--- config.mk ---
export PLATFORM = sky130hd
export DESIGN_NAME = card_clk_div
export DESIGN_NICKNAME = d
export VERILOG_FILES = /design/src/rtl/ckdiv_pkg.sv /design/src/rtl/ckdiv_decode.sv /design/src/rtl/ckdiv_counter.sv /design/src/rtl/ckdiv_gate.sv /design/src/rtl/card_clk_div.sv
export SDC_FILE = /design/constraint.sdc
export NUM_CORES = 1
export LEC_CHECK = 0
export CAP_MARGIN = 15
export CORE_UTILIZATION = 40
export DETAILED_ROUTE_END_ITERATION = 10
export DONT_BUFFER_PORTS = 1
export MAX_ROUTING_LAYER = met4
export SYNTH_ARGS = -nofsm -noshare
export SYNTH_HDL_FRONTEND = slang
export SYNTH_SLANG_ARGS = --single-unit
--- constraint.sdc ---
create_clock -name clk_i -period 3.9 [get_ports clk_i]
set_input_delay 0.39 -clock clk_i [delete_from_list [all_inputs] [get_ports clk_i]]
set_output_delay 0.39 -clock clk_i [all_outputs]
set_load 0.005 [all_outputs]
--- src/rtl/ckdiv_pkg.sv ---
package ckdiv_pkg;
  localparam int unsigned SEL_W    = 4;
  localparam int unsigned MAX_LOG2 = 9;                 // slowest ratio 2^MAX_LOG2
  localparam int unsigned SHIFT_W  = $clog2(MAX_LOG2);
  localparam int unsigned CNT_W    = MAX_LOG2 - 1;

  typedef struct packed {
    logic               en;
    logic               byp;
    logic [SHIFT_W-1:0] shift;
  } ckdiv_cfg_t;
endpackage

--- src/rtl/ckdiv_decode.sv ---
module ckdiv_decode
  import ckdiv_pkg::*;
(
  input  logic [SEL_W-1:0] sel_i,
  input  logic             en_i,
  input  logic             pass_ok_i,
  output ckdiv_cfg_t       cfg_o
);
  always_comb begin
    cfg_o    = '0;
    cfg_o.en = en_i;
    if (sel_i <= SEL_W'(MAX_LOG2 - 1))
      cfg_o.shift = SHIFT_W'(sel_i);
    else if ((&sel_i) && pass_ok_i)
      cfg_o.byp = 1'b1;
    else
      cfg_o.shift = SHIFT_W'(MAX_LOG2 - 1);  // never overclock on bad code
  end
endmodule

--- src/rtl/ckdiv_counter.sv ---
module ckdiv_counter
  import ckdiv_pkg::*;
(
  input  logic               clk_i,
  input  logic               rst_ni,
  input  logic               clear_i,
  input  logic [SHIFT_W-1:0] shift_i,
  output logic               tick_o
);
  logic [CNT_W-1:0] cnt_q;
  logic [CNT_W-1:0] mask;

  for (genvar i = 0; i < CNT_W; i++) begin : g_mask
    assign mask[i] = (SHIFT_W'(i) < shift_i);
  end

  assign tick_o = &(cnt_q | ~mask);

  always_ff @(posedge clk_i or negedge rst_ni) begin
    if (!rst_ni)      cnt_q <= '0;
    else if (clear_i) cnt_q <= '0;
    else              cnt_q <= cnt_q + 1'b1;
  end

  a_r8_cnt_restart: assert property (@(posedge clk_i) disable iff (!rst_ni)
    clear_i |=> (cnt_q == '0));
endmodule

--- src/rtl/ckdiv_gate.sv ---
module ckdiv_gate (
  input  logic clk_i,
  input  logic rst_ni,
  input  logic pass_en_i,
  input  logic div_i,
  output logic card_clk_o
);
  logic gate_q;

  // updated while clk_i is low, so a pass-through pulse is never cut
  always_ff @(negedge clk_i or negedge rst_ni) begin
    if (!rst_ni) gate_q <= 1'b0;
    else         gate_q <= pass_en_i;
  end

  assign card_clk_o = (clk_i & gate_q) | div_i;

  a_r4_no_overlap: assert property (@(posedge clk_i) disable iff (!rst_ni)
    gate_q |-> !div_i);
endmodule

--- src/rtl/card_clk_div.sv ---
module card_clk_div
  import ckdiv_pkg::*;
(
  input  logic             clk_i,
  input  logic             rst_ni,
  input  logic [SEL_W-1:0] div_sel_i,
  input  logic             clk_en_i,
  input  logic             pass_ok_i,
  output logic             card_clk_o,
  output logic             running_o
);
  ckdiv_cfg_t dec_cfg, act_q;
  logic       tick, load, div_q;

  ckdiv_decode u_decode (
    .sel_i     (div_sel_i),
    .en_i      (clk_en_i),
    .pass_ok_i (pass_ok_i),
    .cfg_o     (dec_cfg)
  );

  // new setting is taken when stopped, in pass-through, or at a falling edge
  assign load = !act_q.en || act_q.byp || (div_q && tick);

  ckdiv_counter u_counter (
    .clk_i   (clk_i),
    .rst_ni  (rst_ni),
    .clear_i (load),
    .shift_i (act_q.shift),
    .tick_o  (tick)
  );

  always_ff @(posedge clk_i or negedge rst_ni) begin
    if (!rst_ni) begin
      act_q <= '0;
      div_q <= 1'b0;
    end else if (load) begin
      act_q <= dec_cfg;
      div_q <= 1'b0;
    end else if (tick) begin
      div_q <= 1'b1;
    end
  end

  ckdiv_gate u_gate (
    .clk_i      (clk_i),
    .rst_ni     (rst_ni),
    .pass_en_i  (act_q.en && act_q.byp),
    .div_i      (div_q),
    .card_clk_o (card_clk_o)
  );

  assign running_o = act_q.en;

  a_r3_stopped_low: assert property (@(posedge clk_i) disable iff (!rst_ni)
    !act_q.en |-> !div_q);
  a_r4_bypass_div_idle: assert property (@(posedge clk_i) disable iff (!rst_ni)
    act_q.byp |-> !div_q);
  a_r5_switch_when_low: assert property (@(posedge clk_i) disable iff (!rst_ni)
    !$stable(act_q) |-> !div_q);
  a_r2_overrange_slowest: assert property (@(posedge clk_i) disable iff (!rst_ni)
    (div_sel_i > SEL_W'(MAX_LOG2 - 1) && !((&div_sel_i) && pass_ok_i))
      |-> (dec_cfg.shift == SHIFT_W'(MAX_LOG2 - 1) && !dec_cfg.byp));
  a_r6_stop_at_fall: assert property (@(posedge clk_i) disable iff (!rst_ni)
    $fell(act_q.en) |-> (!div_q && ($past(div_q) || $past(act_q.byp))));
endmodule

==> summary.txt, run 1 <==
Floorplanning
  – Die width: 46.9 microns
  – Row cnt: 15
  – Chip height: 46.9 microns
  – Core Area: 1800 sq um
  – Die footprint: 2200 sq um
  – Starting Density: 44.8%
  – Ports: 10

Placed design
  – HPWL after DPL: 957 microns
  – Cell Area, Placed: 827 sq um
  – Buffers on Ports: 0
  – Cells after DPL: 99
  – Gpl congestion: 0.712

Timing
  – Final setup vio count: 0
  – Slew headroom: 47.8%
  – Worst Clk Skew: 11.4 ps
  – Fin Setup TNS: 0 ps
  – Hold Violations, Final: 0
  – Hold Slack: 98.9 ps
  – RSZ-0062 raised after global routing: false
  – Measured slew at the worst slew-check pin: 781 ps
  – Pins Over Slew Limit: 0

Synthesis
  – Syn_nets: 84
  – Xor and xnor fraction of the mapped netlist area: 6.51%
  – Synthesized area: 807 sq um
  – Post-Synth Adder-Cell Area: 1.55%
  – Register area share after synthesis: 49.6%
  – Simple-gate share of the synthesized area: 21.1%
  – Post-synthesis cell count: 75
  – Top FF cell, synth: dfrtp_1
  – Mux cell area share after synthesis: 5.58%
  – Largest family of logic cells by synthesized area: simple AND/OR/NAND/NOR gates
  – Compound-Gate Fraction of Synth Area: 12.9%
  – Number of synthesized flops with an enable pin: 0
  – Mapped Avg Cell Area: 10.8 sq um
  – Asr flop ratio synth: 100%
  – Register bit total from synthesis: 16
  – Ys Warns: 0
  – Post-synth cell types: 26

Critical path
  – Critical path launch point type: flop
  – CP Capture Type: output pin
  – CP required: 3510 ps
  – Crit path arrival time: 2870 ps
  – Critical Path Fanout Max: 1
  – R2R cell count: 1
  – Crit path kind: flop to output pin

Route
  – DRC viols: 0
  – Pre-antenna DRT Iters: 4
  – Vias per std cell: 5.20
  – Final antenna-violating net count: 0
  – Post-Route WL: 1.35 mm
  – Via count: 556
  – Routed wire per std cell: 12.6 microns
  – Drt initial violations: 9

GRT
  – Remaining global-route overflow: 0
  – Initial antenna violation count: 0
  – First-pass GRT wire length: 2.44 mm
  – Vias in the first global route: 548
  – Largest net degree at the start of global routing: 16
  – GRT Util Overall: 18.9%

Run
  – Max-cap viol count: 0

Layout
  – Post-route insts no fill: 107
  – Final Cell Area: 896 sq um
  – Most common cell after layout, fill and taps aside: dfrtp_1
  – Fillers: 186
  – Share of layout cells above drive strength 1: 17.1%
  – Commonest cells after routing, fill and taps aside: dfrtp_1 (15), nor2_1 (12), nand2_1 (7), clkbuf_4 (6)
  – Final-stage net count: 92
  – Diodes inserted: 0
  – Area Growth Syn to Fin: 11.0%

Power and ir drop
  – Power per cell area: 755 nW/um^2
  – P_leak: 0.000398 uW
  – Maximum vdd drop: 0.000319 V

Hold path
  – Worst hold stages: 1
  – Hold Path Class: primary input to flop

CTS
  – CTS resizes: 0
  – CTS tree: yes
  – Clk slew on worst S/H paths: 90 ps
  – Skew-Pair Late Insertion Delay: 400 ps

Status
  – Run status: completed
[final cells by class]
cell class / instances / area (sq um) / area share [%]
Multi-Input combinational cell: 55 / 384 / 42.9
Inverter: 3 / 11.3 / 1.26
Sequential cell: 16 / 400 / 44.7
Clock buffer: 7 / 58.8 / 6.56
Tap cell: 25 / 31.3 / 3.49
Timing Repair Buffer: 1 / 10.0 / 1.12
[per-stage QoR]
step	setup slack, ps	util, %	power (uW)
4_1_cts	624	49.7	690
3_5_place_dp	1080	45.9	526
5_1_grt	591	49.7	743
2_1_floorplan	1090	-	483
3_3_place_gp	1090	45.9	518
6_report	642	49.7	676
[worst paths after layout]
| check | startpoint | end | slack [ps] |
|---|---|---|---|
| setup / recovery | u_gate.gate_q | card_clk_o | 640 |
| max in group asynchronous | rst_ni | u_gate.gate_q | 2290 |
| setup reg to reg | running_o | u_gate.gate_q | 1250 |
| min in group asynchronous | rst_ni | u_counter.cnt_q[7] | 460 |
| hold reg to reg | u_counter.cnt_q[0] | u_counter.cnt_q[0] | 500 |
| hold / removal | clk_en_i | running_o | 100 |
[where the power goes]
part	switching, uW	internal [uW]
combinational	116	106
sequential	73.0	225
clock	64.0	91.5
total	253	423
[cell families after synthesis]
logic type | Yosys count
AO/OA/AOI/OAI | 9
AND/OR/NAND/NOR | 35
multiplexers | 4
buffers and inverters | 4
adder cells (fa/ha/maj) | 1
flip-flops | 16
XOR/XNOR | 6
[synthesized netlist by cell type (2+ instances only)]
master	count	area share [%]
dfrtp_1	15	47
nor2_1	12	5.6
nand2_1	7	3.3
mux2_2	4	5.6
nor2b_1	4	3.1
xnor2_1	4	4.3
inv_1	3	1.4
nand2b_1	3	2.3
a21boi_0	2	1.9
and2_1	2	1.6
nand3_1	2	1.2
nor3_1	2	1.2
xor2_1	2	2.2
[flip-flops by register name (all words and copies together), names as in the netlist]
| signal | flops |
|---|---|
| act_q | 5 |
| div_q | 1 |
| running_o | 1 |
| u_counter.cnt_q | 8 |
| u_gate.gate_q | 1 |
[layer usage]
metal  vias up  share of wire (%)  GRT usage (%)
li1        272                  -              -
met1       260                 48           22.3
met2        16                 41           20.3
met3         8                6.0           10.8
met4         0                4.6           20.0
met5         -                  0              -
[repair_timing]
item	CTS	global route
hold buffers	1	0
buffers inserted	0	0
endpoints found under the hold margin	15	0
[worst max-delay path, stage by stage, from the launching register on]
cell and delay, ps:
dfrtn_1 400, nand2_1 40, nand2_1 70
No activity file was read; power rests on OpenSTA's default activity.
==> run 2, diff against run 1 <==
clock period = 2.67 ns   (was 3.9 ns; I/O delays follow)
==> run 2 against run 1 <==
Wire length increased by 2.1%. Highest routed layer unchanged. Critical path type unchanged. First-iteration DRC count is 22% lower. Flip-flop and latch count unchanged. Worst hold slack worse by 80 ps. Clock power increased by 46%. Sequential power is 46% higher. Global-route usage is 0.40 points lower. Largest power group unchanged. Clock skew is 1.8 ps higher.
==> summary.txt, run 2 (synthesis results as in run 1) <==
Layout
  – Fillers: 186 (unchanged)
  – Biggest regs: u_counter.cnt_q (8), act_q (5)
  – Most common cell after layout, fill and taps aside: dfrtp_1
  – Diodes inserted: 0 (unchanged)
  – Biggest register: u_counter.cnt_q
  – Commonest cells after routing, fill and taps aside: dfrtp_1 (15), nor2_1 (12), nand2_1 (7), clkbuf_4 (6)
  – Final-stage net count: 94 (+2.2%)
  – Share of layout cells above drive strength 1: 17.9% (+0.78 points)
  – Max FFs per register: 8 (unchanged)
  – Area Growth Syn to Fin: 13.2%

Floorplanning
  – Starting Density: 44.8% (unchanged)
  – Die width: 46.9 microns (unchanged)
  – Ports: 10 (unchanged)
  – Row cnt: 15 (unchanged)
  – Chip height: 46.9 microns (unchanged)
  – Die footprint: 2200 sq um (unchanged)
  – Core Area: 1800 sq um (unchanged)

Run
  – Max-cap viol count: 0 (unchanged)

Power and ir drop
  – Reg power frac: 43.8% (-0.3 points)
  – Internal power: 622 uW (+47%)
  – Switching Share: 37.4% (-0.071 points)
  – Overall power: 993 uW (+47%)
  – Clock power share: 22.9% (about the same)
  – P_leak: 0.000408 uW (+2.4%)
  – Maximum vdd drop: 0.000569 V (+79%)
  – Power per cell area: 1090 nW/um^2 (+44%)
  – Switching power: 371 uW (+47%)
  – Combinational power share: 33.3% (+0.4 points)

GRT
  – First-pass GRT wire length: 2.38 mm (-2.3%)
  – Largest net degree at the start of global routing: 16 (unchanged)
  – Remaining global-route overflow: 0 (unchanged)
  – Vias in the first global route: 525 (-4.2%)
  – GRT Util Overall: 18.5% (-0.40 points)
  – Initial antenna violation count: 0 (unchanged)

CTS
  – CTS resizes: 0 (unchanged)
  – CTS tree: yes
  – Setup Fix Bufs, Post-CTS: 0 (unchanged)
  – Clk slew on worst S/H paths: 90 ps (about the same)
  – Skew-Pair Late Insertion Delay: 410 ps (about the same)
  – Cts hold-fix bufs: 2 (+1)

Hold path
  – Min-Delay Startpoint: div_sel_i[2]
  – Hold path endpoint: act_q[4]
  – Worst hold stages: 1 (unchanged)
  – Hold Path Class: primary input to flop

Critical path
  – CP Capture Type: output pin
  – Cell mode on critical path: nand2_1
  – Crit path kind: flop to output pin
  – Critical path cell sequence: nand2_1 > nand2_1
  – Worst r2r dst: act_q[0]
  – R2R cell count: 5 (+4)
  – CP required: 2400 ps (-1110 ps)
  – Slowest-stage cell, CP: dfrtn_1
  – Critical Path Fanout Max: 1 (unchanged)
  – Worst R2R Start: act_q[3]
  – Crit path arrival time: 2240 ps (-630 ps)
  – Reg2reg setup slack: 600 ps (-650 ps)
  – Critical path launch point type: flop
  – Crit-path max cell delay: 390 ps (about the same)

Route
  – DRC viols: 0 (unchanged)
  – Pre-antenna DRT Iters: 4 (unchanged)
  – Final antenna-violating net count: 0 (unchanged)
  – Via count: 557 (+0.18%)
  – Post-Route WL: 1.38 mm (+2.1%)
  – Routed wire per std cell: 12.7 microns (+0.27%)
  – Drt initial violations: 7 (-2)
  – Vias per std cell: 5.11 (-1.7%)

Timing
  – RSZ-0062 raised after global routing: false
  – Final setup vio count: 0 (unchanged)
  – Hold Violations, Final: 0 (unchanged)
  – Fin Setup TNS: 0 ps (unchanged)
  – Worst Clk Skew: 13.2 ps (+1.75 ps)
  – Measured slew at the worst slew-check pin: 663 ps (-118 ps)
  – Slew headroom: 55.7% (+7.9 points)
  – Pins Over Slew Limit: 0 (unchanged)

Placed design
  – Gpl congestion: 0.720 (+1.1%)
  – HPWL after DPL: 946 microns (-1.1%)
  – Buffers on Ports: 0 (unchanged)

Status
  – Run status: completed
run 2: changes by cell type in the layout (fill, tap and decap cells not counted), sizes merged:
| cell | previous run | this run |
|---|---|---|
| buf | 0 | 1 |
| dlygate4sd3 | 1 | 2 |
run 2: per-layer routing:
layer	wire length (microns)	vias up	GRT usage [%]	share of wire [%]
met2	592	15	21.4	43
met1	671	265	22.9	49
met5	0	-	-	0
met4	25	0	14.3	1.8
li1	-	275	-	-
met3	92	2	10.4	6.7
run 2: power groups by stage:
stage          clock network (uW)  logic [uW]  registers (uW)
2_1_floorplan                3.51         290             412
3_3_place_gp                 3.51         318             437
3_5_place_dp                 3.50         325             439
4_1_cts                       240         333             435
5_1_grt                       255         380             452
6_report                      227         330             435
run 2: layout make-up:
cell class                 instances  area, sq um  area share, %
sequential                        16          400           43.8
multi-input combinational         55          384           42.1
clock buffer                       7         58.8           6.44
tap                               25         31.3           3.42
timing repair buffer               3         27.5           3.01
inverter                           3         11.3           1.23
run 2: worst max-delay path by stage:
stage                             start    endpoint  slack [ps]
after floorplan           u_gate.gate_q  card_clk_o         600
after global placement    u_gate.gate_q  card_clk_o         600
after detailed placement  u_gate.gate_q  card_clk_o         600
after CTS                 u_gate.gate_q  card_clk_o         150
after global routing      u_gate.gate_q  card_clk_o          80
final                     u_gate.gate_q  card_clk_o         160
run 2: worst max-delay path: cells and delay by family (launching register included):
kind             cells  cell delay [ps]
flip-flops           1              390
AND/OR/NAND/NOR      2              110
run 2: through the flow:
step                      area (sq um)  instances  hold slack [ps]  setup slack, ps  utilization [%]
after floorplan                    807         75            -28.6              601                -
after global placement             835        100            -28.3              599             46.3
after detailed placement           835        100            -28.2              600             46.3
after CTS                          913        109             3.04              145             50.7
after global routing               913        109             2.56             83.1             50.7
final                              913        109             19.4              160             50.7
